===== src/rtl/ilv_pkg.sv =====
package ilv_pkg;

  typedef enum logic [1:0] {
    S_IDLE = 2'd0,
    S_ADDR = 2'd1,
    S_WAIT = 2'd2,
    S_XFER = 2'd3
  } seq_state_e;

  // Content model of the banks: a function of bank index and row.
  function automatic logic [31:0] bank_word(input int unsigned bank,
                                            input int unsigned row);
    logic [31:0] r;
    logic [31:0] b;
    r = row;
    b = bank;
    return ((r * 32'h0001_0003) ^ 32'hC0DE_0000) + (b << 28);
  endfunction

  // Cycles of one fill: per round one address, one access, one transfer per bank.
  function automatic int unsigned fill_cycles(input int unsigned nb,
                                              input int unsigned bw,
                                              input int unsigned bc);
    return (bw / nb) * (1 + bc + nb);
  endfunction

endpackage


===== src/rtl/ilv_bank.sv =====
module ilv_bank #(
  parameter int ADDR_W      = 16,
  parameter int DATA_W      = 32,
  parameter int BANK_CYCLES = 10,
  parameter int NUM_BANKS   = 4,
  parameter int IDX         = 0,
  localparam int CW         = $clog2(BANK_CYCLES + 1)
) (
  input  logic              clk,
  input  logic              rst_n,
  input  logic              go_i,
  input  logic [ADDR_W-1:0] round_addr_i,
  output logic [CW-1:0]     busy_o,
  output logic              ready_o,
  output logic [DATA_W-1:0] data_o
);

  logic [CW-1:0]     busy_q;
  logic [DATA_W-1:0] data_q;
  logic [ADDR_W-1:0] word_addr;
  logic [31:0]       row;

  always_comb begin
    word_addr = round_addr_i + ADDR_W'(IDX);
    row       = 32'(word_addr) / 32'(NUM_BANKS);
  end

  always_ff @(posedge clk) begin
    if (!rst_n) begin
      busy_q <= '0;
      data_q <= '0;
    end else if (go_i) begin
      busy_q <= CW'(BANK_CYCLES);
      data_q <= DATA_W'(ilv_pkg::bank_word(IDX, row));
    end else if (busy_q != '0) begin
      busy_q <= busy_q - CW'(1);
    end
  end

  assign busy_o  = busy_q;
  assign ready_o = (busy_q == '0);
  assign data_o  = data_q;

  // an access may only begin on a bank whose count has run out
  assert_bank_idle_on_go_R10: assert property (@(posedge clk) disable iff (!rst_n)
    go_i |-> (busy_q == '0));

  // a started access keeps the bank busy in the following cycle
  assert_bank_busy_after_go_R10: assert property (@(posedge clk) disable iff (!rst_n)
    go_i |=> (busy_o == CW'(BANK_CYCLES)));

endmodule


===== src/rtl/ilv_req_hold.sv =====
module ilv_req_hold #(
  parameter int ADDR_W      = 16,
  parameter int BLOCK_WORDS = 4
) (
  input  logic              clk,
  input  logic              rst_n,
  input  logic              start_i,
  input  logic [ADDR_W-1:0] addr_i,
  input  logic              free_i,
  output logic              launch_o,
  output logic [ADDR_W-1:0] launch_addr_o,
  output logic              pend_o
);

  localparam logic [ADDR_W-1:0] ALIGN_MASK = ~ADDR_W'(BLOCK_WORDS - 1);

  logic              pend_q;
  logic [ADDR_W-1:0] pend_addr_q;
  logic [ADDR_W-1:0] pick_addr;

  assign pick_addr     = pend_q ? pend_addr_q : addr_i;
  assign launch_o      = free_i && (pend_q || start_i);
  assign launch_addr_o = pick_addr & ALIGN_MASK;
  assign pend_o        = pend_q;

  always_ff @(posedge clk) begin
    if (!rst_n) begin
      pend_q      <= 1'b0;
      pend_addr_q <= '0;
    end else if (launch_o) begin
      if (pend_q && start_i) begin
        pend_q      <= 1'b1;
        pend_addr_q <= addr_i;
      end else begin
        pend_q <= 1'b0;
      end
    end else if (start_i && !pend_q) begin
      pend_q      <= 1'b1;
      pend_addr_q <= addr_i;
    end
  end

  // a start refused by a busy engine is kept
  assert_hold_captures_R8: assert property (@(posedge clk) disable iff (!rst_n)
    (start_i && !free_i && !pend_q) |=> pend_q);

  // a full slot keeps its address while the engine stays busy
  assert_hold_keeps_first_R9: assert property (@(posedge clk) disable iff (!rst_n)
    (pend_q && !free_i) |=> (pend_q && $stable(pend_addr_q)));

endmodule


===== src/rtl/ilv_seq.sv =====
module ilv_seq #(
  parameter int NUM_BANKS   = 4,
  parameter int BLOCK_WORDS = 4,
  parameter int BANK_CYCLES = 10,
  parameter int ADDR_W      = 16,
  parameter int LAT_W       = 16,
  localparam int ROUNDS     = BLOCK_WORDS / NUM_BANKS,
  localparam int SW         = (NUM_BANKS > 1) ? $clog2(NUM_BANKS) : 1,
  localparam int RW         = (ROUNDS > 1) ? $clog2(ROUNDS) : 1
) (
  input  logic              clk,
  input  logic              rst_n,
  input  logic              launch_i,
  input  logic [ADDR_W-1:0] launch_addr_i,
  input  logic              bank_last_i,
  output logic              go_o,
  output logic [ADDR_W-1:0] go_addr_o,
  output logic              rvalid_o,
  output logic [SW-1:0]     sel_o,
  output logic              done_o,
  output logic [LAT_W-1:0]  lat_o,
  output logic              idle_o
);

  import ilv_pkg::*;

  localparam logic [LAT_W-1:0] FILL_LAT =
    LAT_W'(fill_cycles(NUM_BANKS, BLOCK_WORDS, BANK_CYCLES));

  seq_state_e        state_q;
  logic [RW-1:0]     rnd_q;
  logic [SW-1:0]     xb_q;
  logic [ADDR_W-1:0] base_q;
  logic [LAT_W-1:0]  cnt_q;
  logic [LAT_W-1:0]  lat_q;
  logic              done_q;
  logic [ADDR_W-1:0] round_off;
  logic              round_end;
  logic              last_word;

  assign round_off = ADDR_W'(32'(rnd_q) * 32'(NUM_BANKS));
  assign round_end = (state_q == S_XFER) && (xb_q == SW'(NUM_BANKS - 1));
  assign last_word = round_end && (rnd_q == RW'(ROUNDS - 1));

  assign idle_o    = (state_q == S_IDLE);
  assign go_o      = ((state_q == S_IDLE) && launch_i) || (state_q == S_ADDR);
  assign go_addr_o = (state_q == S_IDLE) ? launch_addr_i : (base_q + round_off);
  assign rvalid_o  = (state_q == S_XFER);
  assign sel_o     = xb_q;
  assign done_o    = done_q;
  assign lat_o     = lat_q;

  always_ff @(posedge clk) begin
    if (!rst_n) begin
      state_q <= S_IDLE;
      rnd_q   <= '0;
      xb_q    <= '0;
      base_q  <= '0;
      cnt_q   <= '0;
      lat_q   <= '0;
      done_q  <= 1'b0;
    end else begin
      done_q <= last_word;
      unique case (state_q)
        S_IDLE: begin
          if (launch_i) begin
            base_q  <= launch_addr_i;
            rnd_q   <= '0;
            xb_q    <= '0;
            cnt_q   <= LAT_W'(1);
            state_q <= S_WAIT;
          end
        end
        S_ADDR: begin
          cnt_q   <= cnt_q + LAT_W'(1);
          state_q <= S_WAIT;
        end
        S_WAIT: begin
          cnt_q <= cnt_q + LAT_W'(1);
          if (bank_last_i) state_q <= S_XFER;
        end
        S_XFER: begin
          cnt_q <= cnt_q + LAT_W'(1);
          if (round_end) begin
            xb_q <= '0;
            if (last_word) begin
              lat_q   <= cnt_q + LAT_W'(1);
              state_q <= S_IDLE;
            end else begin
              rnd_q   <= rnd_q + RW'(1);
              state_q <= S_ADDR;
            end
          end else begin
            xb_q <= xb_q + SW'(1);
          end
        end
        default: state_q <= S_IDLE;
      endcase
    end
  end

  // inside a round the next word follows on the very next cycle
  assert_words_back_to_back_R3: assert property (@(posedge clk) disable iff (!rst_n)
    (rvalid_o && (sel_o != SW'(NUM_BANKS - 1))) |=> (rvalid_o && (sel_o == $past(sel_o) + SW'(1))));

  // done is raised only right after a transfer cycle and never twice in a row
  assert_done_after_xfer_R5: assert property (@(posedge clk) disable iff (!rst_n)
    done_o |-> ($past(rvalid_o) && !rvalid_o));

  assert_done_single_R5: assert property (@(posedge clk) disable iff (!rst_n)
    done_o |=> !done_o);

  // the measured count matches the fill cost formula
  assert_done_latency_R5: assert property (@(posedge clk) disable iff (!rst_n)
    done_o |-> (lat_o == FILL_LAT));

endmodule


===== src/rtl/ilv_fetch_engine.sv =====
module ilv_fetch_engine #(
  parameter int NUM_BANKS   = 4,
  parameter int BLOCK_WORDS = 4,
  parameter int BANK_CYCLES = 10,
  parameter int ADDR_W      = 16,
  parameter int DATA_W      = 32,
  parameter int LAT_W       = 16
) (
  input  logic              clk,
  input  logic              rst_n,
  input  logic              start_i,
  input  logic [ADDR_W-1:0] addr_i,
  output logic [DATA_W-1:0] rdata_o,
  output logic              rvalid_o,
  output logic              done_o,
  output logic [LAT_W-1:0]  lat_o
);

  localparam int CW = $clog2(BANK_CYCLES + 1);
  localparam int SW = (NUM_BANKS > 1) ? $clog2(NUM_BANKS) : 1;

  logic              launch;
  logic [ADDR_W-1:0] launch_addr;
  logic              pend;
  logic              idle;
  logic              free;
  logic              go;
  logic [ADDR_W-1:0] go_addr;
  logic [SW-1:0]     sel;
  logic              seq_valid;
  logic [NUM_BANKS-1:0] bready;
  logic [CW-1:0]     bbusy [NUM_BANKS];
  logic [DATA_W-1:0] bdata [NUM_BANKS];
  logic [DATA_W-1:0] mux_data;
  logic              sel_ready;

  assign free = idle && (&bready);

  ilv_req_hold #(
    .ADDR_W      (ADDR_W),
    .BLOCK_WORDS (BLOCK_WORDS)
  ) u_hold (
    .clk           (clk),
    .rst_n         (rst_n),
    .start_i       (start_i),
    .addr_i        (addr_i),
    .free_i        (free),
    .launch_o      (launch),
    .launch_addr_o (launch_addr),
    .pend_o        (pend)
  );

  ilv_seq #(
    .NUM_BANKS   (NUM_BANKS),
    .BLOCK_WORDS (BLOCK_WORDS),
    .BANK_CYCLES (BANK_CYCLES),
    .ADDR_W      (ADDR_W),
    .LAT_W       (LAT_W)
  ) u_seq (
    .clk           (clk),
    .rst_n         (rst_n),
    .launch_i      (launch),
    .launch_addr_i (launch_addr),
    .bank_last_i   (bbusy[0] == CW'(1)),
    .go_o          (go),
    .go_addr_o     (go_addr),
    .rvalid_o      (seq_valid),
    .sel_o         (sel),
    .done_o        (done_o),
    .lat_o         (lat_o),
    .idle_o        (idle)
  );

  for (genvar b = 0; b < NUM_BANKS; b++) begin : g_bank
    ilv_bank #(
      .ADDR_W      (ADDR_W),
      .DATA_W      (DATA_W),
      .BANK_CYCLES (BANK_CYCLES),
      .NUM_BANKS   (NUM_BANKS),
      .IDX         (b)
    ) u_bank (
      .clk          (clk),
      .rst_n        (rst_n),
      .go_i         (go),
      .round_addr_i (go_addr),
      .busy_o       (bbusy[b]),
      .ready_o      (bready[b]),
      .data_o       (bdata[b])
    );
  end

  if (NUM_BANKS == 1) begin : g_one
    assign mux_data  = bdata[0];
    assign sel_ready = bready[0];
  end else begin : g_many
    assign mux_data  = bdata[sel];
    assign sel_ready = bready[sel];
  end

  assign rvalid_o = seq_valid;
  assign rdata_o  = seq_valid ? mux_data : '0;

  // a word is only presented from a bank whose access has completed
  assert_xfer_bank_ready_R4: assert property (@(posedge clk) disable iff (!rst_n)
    rvalid_o |-> sel_ready);

  // a held request is launched in the first cycle the engine is free
  assert_pending_launches_R8: assert property (@(posedge clk) disable iff (!rst_n)
    (pend && free) |=> !idle);

  // no data leaks outside valid cycles
  assert_quiet_bus_R11: assert property (@(posedge clk) disable iff (!rst_n)
    $fell(rvalid_o) |-> (rdata_o == '0));

endmodule


===== config.mk =====
export PLATFORM = sky130hd
export DESIGN_NAME = ilv_fetch_engine
export DESIGN_NICKNAME = d
export VERILOG_FILES = /design/src/rtl/ilv_pkg.sv /design/src/rtl/ilv_bank.sv /design/src/rtl/ilv_req_hold.sv /design/src/rtl/ilv_seq.sv /design/src/rtl/ilv_fetch_engine.sv
export SDC_FILE = /design/constraint.sdc
export NUM_CORES = 1
export LEC_CHECK = 0
export ABC_AREA = 1
export BUFFER_PORTS_ARGS = -buffer_cell sky130_fd_sc_hd__buf_2
export CAP_MARGIN = 20
export CORE_UTILIZATION = 51
export DETAILED_ROUTE_END_ITERATION = 8
export PLACE_DENSITY = 0.73
export SETUP_SLACK_MARGIN = 0.4
export SLEW_MARGIN = 20
export SYNTH_ARGS = -nofsm -noshare
export SYNTH_HDL_FRONTEND = slang
export SYNTH_SLANG_ARGS = --single-unit

===== constraint.sdc =====
create_clock -name clk -period 4.35 [get_ports clk]
set_input_delay 0.435 -clock clk [delete_from_list [all_inputs] [get_ports clk]]
set_output_delay 0.435 -clock clk [all_outputs]
set_load 0.05 [all_outputs]

==> flow_summary.json <==
{
  "status": "finished with violations",
  "grt_remaining_overflow": 0,
  "num_rows": 44,
  "dieArea_sq_um": 15400,
  "io_pins": 69,
  "cp_slowest_cell": "dfxtp_4",
  "ant_nets": 0,
  "max_slew_margin_pct": 45.6,
  "hold_path.class": "in -> reg",
  "synthTopCellsByArea": "dfxtp_1 (33%), ha_1 (11%), nand2_1 (9.5%)",
  "setup_ws_ns": -0.00752,
  "cp.arrival_ns": 4.68,
  "ctsLongestPathBuffers": 2,
  "portBuffers": 66,
  "clk_latency_ns": 0.43,
  "place.detailed.hpwl_mm": 12.9,
  "busiest_layer": "met2",
  "synth_top_area_share_pct": 33.0,
  "fillers": 1133,
  "synth_edf_count": 0,
  "first_iter_violations": 450,
  "post-route-period-util_pct": 100,
  "area_delta_synth_final_pct": 33.7,
  "cts.htree.levels": 4,
  "rsz0062_at_grt": "yes",
  "gr-usage-met2_pct": 45.8,
  "coreArea_sq_um": 14500,
  "critPathKind": "reg -> reg",
  "synthAdderAreaFrac_pct": 11.6,
  "muxShareOfSynthArea_pct": 1.06,
  "synth-main-ff-cell": "dfxtp_1",
  "end_kind": "flip-flop",
  "slowest_delay_ns": 0.38,
  "yosysSeqAreaShare_pct": 33.0,
  "initial_core_util_pct": 52.2,
  "maxCapViolations": 0,
  "grt_use_total_pct": 26.6,
  "fin_nets": 1285,
  "grt_pass1_wl_mm": 31.5,
  "drive_above_1_share_pct": 31.2,
  "synth_compound_area_share_pct": 14.8,
  "synth.distinct_cells": 47,
  "period_needed_ns": 4.36,
  "wl_mm": 20.7,
  "yosys.area_share.simple_pct": 25.6,
  "synthCells": 1066,
  "drc": 0,
  "slew_viol_final": 0,
  "cts_made_buffers": 17,
  "syn-cell-area_sq_um": 7580,
  "antenna_cells": 0,
  "antenna_found_initial": 0,
  "viasPerCell": 5.26,
  "worst_slew_pin_slew_ns": 0.815,
  "gp_congestion": 0.893,
  "ir_drop_mv": 0.534,
  "vias": 7333,
  "die_width_um": 124,
  "tritoncts": "yes",
  "ys_warn_count": 0,
  "dp_slack_ns": -0.106,
  "routedWlPerCell_um": 14.8,
  "violations": "setup timing",
  "max_freq_mhz": 229,
  "worst_ep_required_time_ns": 4.67,
  "die_h_um": 124,
  "mostFrequentLayoutCells": "nand2_1 (167), inv_1 (134), dfxtp_1 (120)",
  "leakage_nw": 4.62,
  "cpMostUsedCell": "ha_4",
  "ys_async_sr_fraction_pct": 0,
  "critPathLaunchType": "flip-flop",
  "met3_usage_pct": 5.82,
  "skew_ns": 0.0103,
  "avgSynthCellArea_sq_um": 7.11,
  "syn_nets": 1154,
  "ys_ff_latch": 125,
  "cts_sinks": 125,
  "grt_pass1_vias": 6691,
  "total_power_mw": 8.86,
  "mostFrequentLayoutCell": "nand2_1",
  "drt-pass1-iter-count": 5,
  "root_buffer": "clkbuf_16",
  "setup_viol": 2,
  "postCtsHoldBufs": 0,
  "grt_use_met1_pct": 31.8,
  "powerDensity_nw_per_um2": 874,
  "clkTransAtPathRegs_ns": 0.06,
  "synthXorXnorAreaFrac_pct": 3.35,
  "hold_viol": 0,
  "yosysTopAreaCell": "dfxtp_1",
  "synth_top_family_by_area": "simple AND/OR/NAND/NOR gates",
  "grt_start_max_net_pins": 83,
  "cp_max_fo": 5
}
[cell type report]
cell class / count / area [sq um] / area share, %
Multi-Input combinational cell: 745 / 5170 / 51.1
Sequential cell: 125 / 2510 / 24.8
Timing Repair Buffer: 152 / 1030 / 10.2
Inverter: 156 / 596 / 5.88
Clock buffer: 17 / 425 / 4.20
Tap cell: 184 / 230 / 2.27
Clock inverter: 15 / 163 / 1.60
[path summary, 6_finish.rpt]
check	from	to	slack, ns	cells past startpoint
min	addr_i[8]	u_hold.pend_addr_q[8]	0.24	3
min reg2reg	g_bank[2].u_bank.busy_o[0]	g_bank[2].u_bank.busy_o[0]	0.44	1
max reg2reg	u_seq.base_q[2]	g_bank[1].u_bank.data_o[30]	-0.008	30
max	u_seq.base_q[2]	g_bank[1].u_bank.data_o[30]	-0.008	30
[Yosys cell counts, types with 9 or more instances]
library cell and instances:
o22ai_1 9, nand2_1 192, buf_2 16, nor2_2 17, nor2_1 122, xor2_1 22
nand3_1 41, a21oi_1 72, dfxtp_1 125, nand2_2 10, inv_1 150, o21ai_1 15
o21ai_0 85, ha_1 67, clkbuf_1 14, nand4_1 9
[what timing repair did]
action                     4_1_cts  5_1_grt
cloned                           0        0
setup endpoints to repair       26       31
gates resized for setup         85       59
pin swaps                       75       45
buffers inserted                17       11
[flip-flops by register name (all words and copies together), names as in the netlist]
| register | flops |
|---|---|
| g_bank.u_bank.busy_o | 16 |
| g_bank.u_bank.data_o | 42 |
| u_hold.pend_addr_q | 14 |
| u_hold.pend_o | 1 |
| u_seq.base_q | 14 |
| u_seq.cnt_q | 16 |
| u_seq.done_o | 1 |
| u_seq.lat_o | 16 |
| u_seq.rnd_q | 1 |
| u_seq.sel_o | 2 |
| u_seq.state_q | 2 |
[metal layers]
metal | vias up | wire, um
met2 | 219 | 10100
met3 | 57 | 955
met4 | 0 | 668
met1 | 3363 | 8980
li1 | 3694 | -
met5 | - | 0
[kinds of logic after synthesis]
group | after synthesis
fa+ha+maj | 69
flops | 125
buf+inv | 196
mux | 8
xor+xnor | 29
compound gates | 207
simple gates | 432
[worst max-delay path: cells and delay by family (launching register included)]
| family | cells | cell delay, ns |
|---|---|---|
| flip-flops | 1 | 0.38 |
| buffers and inverters | 4 | 0.25 |
| XOR/XNOR | 1 | 0.14 |
| adder cells (fa/ha/maj) | 8 | 1.72 |
| AO/OA/AOI/OAI | 3 | 0.49 |
| AND/OR/NAND/NOR | 14 | 1.26 |
[power by group]
part           internal, mW  switching, mW
logic                  2.71           3.20
clock network         0.852          0.575
registers              1.40          0.128
total                  4.96           3.90
[stage by stage]
step	TNS (ns)	util [%]	instances	cell area (sq um)	hold slack, ns
after detailed placement	-0.359	60.3	1334	8770	0.429
after CTS	0	67.5	1383	9820	0.239
after global placement	-0.118	60.3	1334	8770	0.425
after floorplan	0	-	1066	8010	0.415
after global routing	-1.01	69.7	1394	10100	0.253
final	-0.00839	69.7	1394	10100	0.244
Power figures use the tool's default switching activity.
